--- config.mk ---
export PLATFORM = sky130hd
export DESIGN_NAME = adc_dma_addr_gen
export DESIGN_NICKNAME = d
export VERILOG_FILES = /design/src/rtl/adc_dma_pkg.sv /design/src/rtl/adc_dma_seq_ctrl.sv /design/src/rtl/adc_dma_addr_calc.sv /design/src/rtl/adc_dma_addr_gen.sv
export SDC_FILE = /design/constraint.sdc
export NUM_CORES = 1
export LEC_CHECK = 0
export BUFFER_PORTS_ARGS = -buffer_cell sky130_fd_sc_hd__buf_2
export CAP_MARGIN = 10
export CORE_AREA = 4 4 87 89
export CTS_BUF_LIST = sky130_fd_sc_hd__clkbuf_8
export DETAILED_ROUTE_END_ITERATION = 12
export DIE_AREA = 0 0 91 93
export GPL_TIMING_DRIVEN = 0
export PLACE_DENSITY = 0.63
export SKIP_CTS_REPAIR_TIMING = 1
export SLEW_MARGIN = 10
export SYNTH_ARGS = -nofsm -noshare
export SYNTH_HDL_FRONTEND = slang
export SYNTH_SLANG_ARGS = --single-unit
--- constraint.sdc ---
create_clock -name clk -period 3.88 [get_ports clk]
set_clock_uncertainty 0.2 [all_clocks]
set_input_delay 0.776 -clock clk [delete_from_list [all_inputs] [get_ports clk]]
set_output_delay 0.776 -clock clk [all_outputs]
set_load 0.005 [all_outputs]
--- src/rtl/adc_dma_pkg.sv ---
package adc_dma_pkg;

    localparam int CH_W        = 5;
    localparam int SIZE_LOG2_W = 3;
    localparam int PTR_W       = 7;
    localparam int ADDR_W      = CH_W + PTR_W;
    localparam int SEQ_CNT_W   = 4;

    typedef enum logic {
        LAYOUT_SCATTER = 1'b0,
        LAYOUT_ORDERED = 1'b1
    } layout_e;

    typedef enum logic {
        RES_10B_QUAD   = 1'b0,
        RES_12B_SINGLE = 1'b1
    } res_mode_e;

    typedef struct packed {
        logic              valid;
        logic [ADDR_W-1:0] addr;
    } addr_beat_t;

    // Mask of a power-of-two region: 2^lg - 1
    function automatic logic [PTR_W-1:0] size_mask(input logic [SIZE_LOG2_W-1:0] lg);
        logic [PTR_W:0] m;
        m = ({{PTR_W{1'b0}}, 1'b1} << lg) - 1'b1;
        return m[PTR_W-1:0];
    endfunction

    // Channel region base plus pointer inside the region
    function automatic logic [ADDR_W-1:0] scatter_addr(
        input logic [CH_W-1:0]        ch,
        input logic [PTR_W-1:0]       ptr,
        input logic [SIZE_LOG2_W-1:0] lg
    );
        logic [ADDR_W-1:0] base;
        logic [ADDR_W-1:0] off;
        base = {{PTR_W{1'b0}}, ch} << lg;
        off  = {{CH_W{1'b0}}, ptr & size_mask(lg)};
        return base + off;
    endfunction

endpackage

--- src/rtl/adc_dma_seq_ctrl.sv ---
module adc_dma_seq_ctrl
    import adc_dma_pkg::*;
(
    input  logic                   clk,
    input  logic                   rst,
    input  logic                   enable,
    input  logic                   seq_end,
    input  logic                   irq_clr,
    input  logic [SEQ_CNT_W-1:0]   seq_per_inc,
    input  logic [SIZE_LOG2_W-1:0] size_log2,
    output logic [PTR_W-1:0]       buf_ptr,
    output logic                   interval_end,
    output logic                   dma_req,
    output logic                   irq_flag
);

    logic [SEQ_CNT_W-1:0] seq_cnt;

    assign interval_end = enable && seq_end && (seq_cnt >= seq_per_inc);

    always_ff @(posedge clk) begin
        if (rst || !enable) begin
            seq_cnt <= '0;
            buf_ptr <= '0;
            dma_req <= 1'b0;
        end else begin
            dma_req <= interval_end;
            if (seq_end) begin
                if (interval_end) begin
                    seq_cnt <= '0;
                    buf_ptr <= (buf_ptr + 1'b1) & size_mask(size_log2);
                end else begin
                    seq_cnt <= seq_cnt + 1'b1;
                end
            end
        end
    end

    always_ff @(posedge clk) begin
        if (rst) begin
            irq_flag <= 1'b0;
        end else if (interval_end) begin
            irq_flag <= 1'b1;
        end else if (irq_clr) begin
            irq_flag <= 1'b0;
        end
    end


    req_after_seq_end_chk: assert property (@(posedge clk) disable iff (rst)
        dma_req |-> $past(seq_end && enable));


    ptr_moves_on_group_chk: assert property (@(posedge clk) disable iff (rst)
        (buf_ptr != $past(buf_ptr)) |-> (dma_req || !$past(enable)));


    irq_sticky_chk: assert property (@(posedge clk) disable iff (rst)
        (irq_flag && !irq_clr) |=> irq_flag);


    irq_rise_with_req_chk: assert property (@(posedge clk) disable iff (rst)
        $rose(irq_flag) |-> dma_req);


    idle_when_off_chk: assert property (@(posedge clk) disable iff (rst)
        !enable |=> !dma_req);

endmodule

--- src/rtl/adc_dma_addr_calc.sv ---
module adc_dma_addr_calc
    import adc_dma_pkg::*;
#(
    parameter int MAX_RES_10B = 4,
    parameter int SLOT_W      = 6
) (
    input  logic                   clk,
    input  logic                   rst,
    input  logic                   enable,
    input  layout_e                layout,
    input  res_mode_e              res_mode,
    input  logic [SIZE_LOG2_W-1:0] size_log2,
    input  logic                   res_valid,
    input  logic [CH_W-1:0]        res_ch,
    input  logic                   seq_end,
    input  logic                   interval_end,
    input  logic [PTR_W-1:0]       buf_ptr,
    output addr_beat_t             beat
);

    localparam int CNT_W = $clog2(MAX_RES_10B + 1);

    logic [CNT_W-1:0]  res_cnt;
    logic [CNT_W-1:0]  limit;
    logic [SLOT_W-1:0] slot;
    logic              accept;
    logic [ADDR_W-1:0] next_addr;

    assign limit  = (res_mode == RES_12B_SINGLE) ? CNT_W'(1) : CNT_W'(MAX_RES_10B);
    assign accept = enable && res_valid && (res_cnt < limit);

    generate
        if (SLOT_W >= ADDR_W) begin : g_slot_wide
            assign next_addr = (layout == LAYOUT_ORDERED) ? slot[ADDR_W-1:0]
                                                          : scatter_addr(res_ch, buf_ptr, size_log2);
        end else begin : g_slot_narrow
            assign next_addr = (layout == LAYOUT_ORDERED) ? {{(ADDR_W-SLOT_W){1'b0}}, slot}
                                                          : scatter_addr(res_ch, buf_ptr, size_log2);
        end
    endgenerate

    always_ff @(posedge clk) begin
        if (rst || !enable) begin
            res_cnt    <= '0;
            slot       <= '0;
            beat.valid <= 1'b0;
            if (rst) beat.addr <= '0;
        end else begin
            beat.valid <= accept;
            if (accept) beat.addr <= next_addr;
            res_cnt <= seq_end ? '0 : res_cnt + CNT_W'(accept);
            slot    <= interval_end ? '0 : slot + SLOT_W'(accept);
        end
    end


    valid_follows_result_chk: assert property (@(posedge clk) disable iff (rst)
        beat.valid |-> $past(res_valid && enable));


    single_per_seq_chk: assert property (@(posedge clk) disable iff (rst)
        (beat.valid && $past(beat.valid) && res_mode == RES_12B_SINGLE
         && $past(res_mode) == RES_12B_SINGLE && $past(enable, 2))
        |-> $past(seq_end, 2));

endmodule

--- src/rtl/adc_dma_addr_gen.sv ---
module adc_dma_addr_gen
    import adc_dma_pkg::*;
#(
    parameter int MAX_RES_10B = 4,
    parameter int SLOT_W      = 6
) (
    input  logic                   clk,
    input  logic                   rst,
    input  logic                   enable,
    input  logic                   order_mode,
    input  logic [SEQ_CNT_W-1:0]   seq_per_inc,
    input  logic [SIZE_LOG2_W-1:0] buf_size_log2,
    input  logic                   mode_wr,
    input  logic                   mode_wdata,
    input  logic                   res_valid,
    input  logic [CH_W-1:0]        res_ch,
    input  logic                   seq_end,
    input  logic                   irq_clr,
    output logic [ADDR_W-1:0]      dma_addr,
    output logic                   dma_addr_valid,
    output logic                   dma_req,
    output logic                   irq_flag
);

    res_mode_e        mode_q;
    logic [PTR_W-1:0] buf_ptr;
    logic             interval_end;
    addr_beat_t       beat;

    always_ff @(posedge clk) begin
        if (rst) begin
            mode_q <= RES_10B_QUAD;
        end else if (mode_wr && !enable) begin
            mode_q <= res_mode_e'(mode_wdata);
        end
    end


    mode_locked_chk: assert property (@(posedge clk) disable iff (rst)
        (enable && mode_wr) |=> $stable(mode_q));

    adc_dma_seq_ctrl i_seq (
        .clk          (clk),
        .rst          (rst),
        .enable       (enable),
        .seq_end      (seq_end),
        .irq_clr      (irq_clr),
        .seq_per_inc  (seq_per_inc),
        .size_log2    (buf_size_log2),
        .buf_ptr      (buf_ptr),
        .interval_end (interval_end),
        .dma_req      (dma_req),
        .irq_flag     (irq_flag)
    );

    adc_dma_addr_calc #(
        .MAX_RES_10B (MAX_RES_10B),
        .SLOT_W      (SLOT_W)
    ) i_calc (
        .clk          (clk),
        .rst          (rst),
        .enable       (enable),
        .layout       (layout_e'(order_mode)),
        .res_mode     (mode_q),
        .size_log2    (buf_size_log2),
        .res_valid    (res_valid),
        .res_ch       (res_ch),
        .seq_end      (seq_end),
        .interval_end (interval_end),
        .buf_ptr      (buf_ptr),
        .beat         (beat)
    );

    assign dma_addr       = beat.addr;
    assign dma_addr_valid = beat.valid;


    no_addr_when_off_chk: assert property (@(posedge clk) disable iff (rst)
        !enable |=> !dma_addr_valid);

endmodule

# After elaboration in Yosys (flattened, before gate mapping)
# Cells that the tools add are included.
# totals
elab_cells,43
out_inout_bits,15
inputBits,21
n_memories,0
latchBits,0
mem_bits_rw,0
regBits,36
mem_bits_ro,0
# op_classes
n_mul,0
order_cmp,2
n_reduce_logical,13
shifts,2
n_eq_ne,1
n_mux,8
n_addsub,6
bitwise,2
div_mod_pow,0
# op_table
operator,n
$mux 12,4
$and 7x7->7,2
$add 12x7->12,1
$shl 5x3->12,1
$add 7x1->7 const B,1
$shl 1x3->7 const A,1
$sub 7x1->7 const B,1
$add 6x1->6,1
$logic_and 1x1->1,5
$add 4x1->4 const B,1
$ge 4x4->1,1
$mux 4,1
$reduce_and 2->1,2
$reduce_bool 2->1,2
$reduce_or 2->1,2
$add 3x1->3,1
$lt 3x3->1,1
$mux 3,1
$mux 1,2
$ne 2x2->1 const B,1
$logic_not 1->1,1
$logic_or 1x1->1,1

# Longest topological paths before layout
# logic_depth
ltp_word,7
ltp_mapped,12

# Cells and area by module
# Synthesis repeated with hierarchy kept, for this count alone.
# hier_totals
hier_cells,268
hier_area_um2,2521.2
# by_module_without_submodules
mod,area_each_um2,cells_each,n_inst,seq_area_each_um2
adc_dma_addr_calc,1625.3,169,1,560.5
adc_dma_seq_ctrl,845.8,94,1,260.2
adc_dma_addr_gen,50.0,5,1,20.0

# Worst setup path after synthesis
# Ideal clock, no wire load.
# synth_path
path_kind,input-to-reg
start,input buf_size_log2[0]
end,"register, netlist name i_calc.beat[9]"
t_required_ns,3.513
path_slack_ns,0.565
setup_ns,0.167
n_path_buf,1
stages,10
arrival_time_ns,2.947
path_cell_list,buf_6 > mux4_2 > nand2_1 > o21ai_0 > ha_1 > a21o_1 > a31o_2 > a41o_1 > a31o_1 > a211oi_1
# synth_via
elab_chain_cells,7
word_cells_on_any_way,8
# synth_lines
item,line,rtl
start: declaration,adc_dma_addr_gen.sv:12,"input logic [SIZE_LOG2_W-1:0] buf_size_log2,"
$shl 1x3->7,adc_dma_pkg.sv:27,"m = ({{PTR_W{1'b0}}, 1'b1} << lg) - 1'b1;"
$sub 7x1->7,adc_dma_pkg.sv:27,
$and 7x7->7,adc_dma_pkg.sv:40,"off = {{CH_W{1'b0}}, ptr & size_mask(lg)};"
$add 12x7->12 (*),adc_dma_pkg.sv:41,return base + off;
$mux 12 (*),adc_dma_addr_calc.sv:37,"assign next_addr = (layout == LAYOUT_ORDERED) ? {{(ADDR_W-SLOT_W){1'b0}}, slot}"
$mux 12 (*),adc_dma_addr_calc.sv:50,if (accept) beat.addr <= next_addr;
$mux 12 (*),adc_dma_addr_calc.sv:43,if (rst || !enable) begin
# Every way passes the cells marked *; elsewhere a longest branch is shown, timed or not. The select of a mux whose other input is x is not followed.
# A chain may end at the register's enable or synchronous reset.

# Worst setup path after layout
# layout_path
start,input buf_size_log2[2]
end,"register, netlist name i_calc.beat[10]"
# layout_via
elab_chain_cells,7
word_cells_on_any_way,8
# layout_lines
item,line
$shl 1x3->7,adc_dma_pkg.sv:27
$sub 7x1->7,adc_dma_pkg.sv:27
$and 7x7->7,adc_dma_pkg.sv:40
$add 12x7->12 (*),adc_dma_pkg.sv:41
$mux 12 (*),adc_dma_addr_calc.sv:37
$mux 12 (*),adc_dma_addr_calc.sv:50
$mux 12 (*),adc_dma_addr_calc.sv:43
# Marks and branches as above.

==> results.toml <==
[power]
power_density_nw_per_um2 = 322
ir_drop_mv = 0.198
p_leak_nw = 1.19
p_total_uw = 865

[yosys]
ys_ff_latch = 36
synth_edf_count = 12
yosys.cell_count.top_type = "dfxtp_1"
yosys.area_share.xor_xnor_pct = 4.56
synth_mux_area_share_pct = 6.34
ys_seq_area_share_pct = 36.4
synth-simple-area-share_pct = 21.7
synth_area_um2 = 2310
ys.flop_type = "dfxtp_1"
syn_inst = 259
synth_top_family_by_area = "simple AND/OR/NAND/NOR gates"
syn-num-nets = 299
ys_types = 47
ys_warn_count = 0
synth_top_area_share_pct = 20.8
syn_avg_cell_area_um2 = 8.91
synth_compound_area_share_pct = 16.4
netlist_top_cells_count = "dfxtp_1, nor2_1, nand3_1, a21oi_1, nand2_1"
synthAdderAreaFrac_pct = 10.6
async_flop_share_pct = 0
yosys-top-cells-area = "dfxtp_1, edfxtp_1, ha_1, nand3_1, a21oi_1"
synth_area_leader_cell = "dfxtp_1"

[global_route]
grt_pass1_wl_um = 8650
overflow = 0
grt_usage_pct = 12.5
antenna_found_initial = 0
grt_pass1_vias = 1902
grt_max_degree = 14

[placed_design]
routabilityCongestion = 0.823
placedInstanceArea_um2 = 2570
io_buffers = 33
dp_hpwl_um = 3830

[floorplan]
die_y_um = 93
core.rowCount = 30
io_pins = 36
core_area_um2 = 6760
dieArea_um2 = 8460
die_width_um = 91
initial_core_util_pct = 34.1

[cells_and_area]
regArea_um2 = 841
multiInputGateArea_um2 = 1380
drive_above_1_share_pct = 17.7
syn_to_final_growth_pct = 16.4
fill_cells = 699
fin_nets = 339
final_area_um2 = 2690
antenna_cells = 0
post-route-util_pct = 39.8

[cts]
cts_root_buffer = "clkbuf_8"
clock_sinks = 36
insertion_delay_ns = 0.30
clk_pin_slew_ns = 0.08
cts_tree = "built"
h-tree-depth = 2
max-clock-path-buffers = 2
cts_buffers = 5

[worst_setup_path]
r2r-start = "i_seq.buf_ptr[0]$_SDFFE_PP0P_"
path_class = "in2reg"
critical_path.max_stage_delay_ns = 0.41
crit_arrival_ns = 3.33
path_max_fanout = 10
timing.rr.end = "i_calc.beat[10]$_SDFFCE_PP0P_"
crit_family = "compound AO/OA/AOI/OAI gates"
crit_chain = "buf_2 > clkbuf_1 > clkbuf_1 > nor2_1 > ha_1 > fa_1 > a21o_1 > a211oi_1 > o21bai_1 > a21o_1 > a21oi_1"
crit_path_end_kind = "flop"
crit_buf_inv = 3
rr_worst_depth = 8
reg2reg_slack_ns = 1.38
slowest_stage = "fa_1"
worstPathRequired_ns = 3.81
start_kind = "primary input"

[sta]
holdWs_ns = 0.268
drv_slew = 0
hold_viol_final = 0
tns_ns = 0
worstMarginPinSlew_ns = 0.663
fin_crit_sh_pct = 87.6
rsz0062_at_grt = "false"
setup_viol = 0
fmax_mhz = 294
finalCriticalPeriod_ns = 3.40
maxSlewHeadroom_pct = 55.5

[drt]
vias_per_cell = 5.15
drt_drc_violations_left = 0
drt_first_pass_iters = 4
wl_per_cell_um = 13.3
vias = 1957
drtIter0Drc = 106
ant_nets = 0
wl_um = 5040

[outcome]
outcome = "finished clean"

[worst_hold_path]
hold_path_depth = 2
holdCritPathClass = "reg2reg"
hp-start = "i_seq.irq_flag$_SDFFE_PP0P_"
whs_endpoint = "i_seq.irq_flag$_SDFFE_PP0P_"

[job]
drv_cap = 0
final cells by class:
type	instances	area share, %
multi-input cells	203	51.2
flip-flops and latches	36	31.3
repair buffers	33	6.15
well taps	80	3.73
clock buffers	5	2.56
plain buffers	11	2.10
clock inverters	3	1.68
inverters	9	1.26
worst max path at each step:
stage / to / from / slack [ns] / cells after the start
final: i_calc.beat[10]$_SDFFCE_PP0P_ / buf_size_log2[2] / 0.48 / 11
after global routing: i_calc.beat[10]$_SDFFCE_PP0P_ / buf_size_log2[2] / 0.26 / 11
after CTS: i_calc.beat[10]$_SDFFCE_PP0P_ / buf_size_log2[2] / 0.49 / 11
after detailed placement: i_calc.beat[10]$_SDFFCE_PP0P_ / buf_size_log2[2] / 0.19 / 11
after global placement: i_calc.beat[10]$_SDFFCE_PP0P_ / buf_size_log2[2] / 0.21 / 11
after floorplan: i_calc.beat[9]$_SDFFCE_PP0P_ / buf_size_log2[0] / 0.57 / 10
flip-flops by register name, summed over array words and instances, names as in the netlist:
signal and cells:
i_calc.beat 13, i_seq.buf_ptr 7, i_calc.slot 6, i_seq.seq_cnt 4, i_calc.res_cnt 3, i_seq.dma_req 1
i_seq.irq_flag 1, mode_q 1
worst min-delay path, delay by kind of cell (launching register included):
family / cells / cell delay (ns)
AO/OA/AOI/OAI: 1 / 0.05
flip-flops: 1 / 0.32
AND/OR/NAND/NOR: 1 / 0.06
cell usage in the layout, fill, tap and decap left out, drive strengths merged, types with 3 or more instances in the layout:
cell	instances
a211oi	4
a21o	5
a21oi	19
a31o	4
a31oi	4
and2	4
and3	8
buf	35
clkbuf	14
dfxtp	24
edfxtp	12
ha	18
inv	10
mux2	3
mux2i	9
nand2	20
nand2b	5
nand3	20
nor2	21
nor2b	4
nor3	12
o21ai	12
xnor2	6
xor2	6
cell families after synthesis:
group,Yosys count
adders and majority gates,19
AOI/OAI and AO/OA,58
xor gates and xnor gates,12
buffers and inverters,20
DFF,36
and+or+nand+nor,101
muxes,13
metrics by stage:
step | std cells | setup WS (ns)
6_report | 380 | 0.483
5_1_grt | 380 | 0.264
4_1_cts | 380 | 0.493
3_5_place_dp | 372 | 0.187
3_3_place_gp | 372 | 0.207
2_1_floorplan | 259 | 0.565
per-layer routing:
layer	up-vias	wire [µm]	part of all wire, %	track usage [%]
met4	0	73	1.4	4.15
met1	892	2280	45	14.9
met5	-	0	0	0
met3	6	181	3.6	2.33
li1	1024	-	-	-
met2	35	2500	50	22.7
power by group:
part	switching, mW	internal (mW)
combinational	0.0710	0.0456
sequential	0.00297	0.399
clock	0.152	0.194
Power figures use the tool's default switching activity.
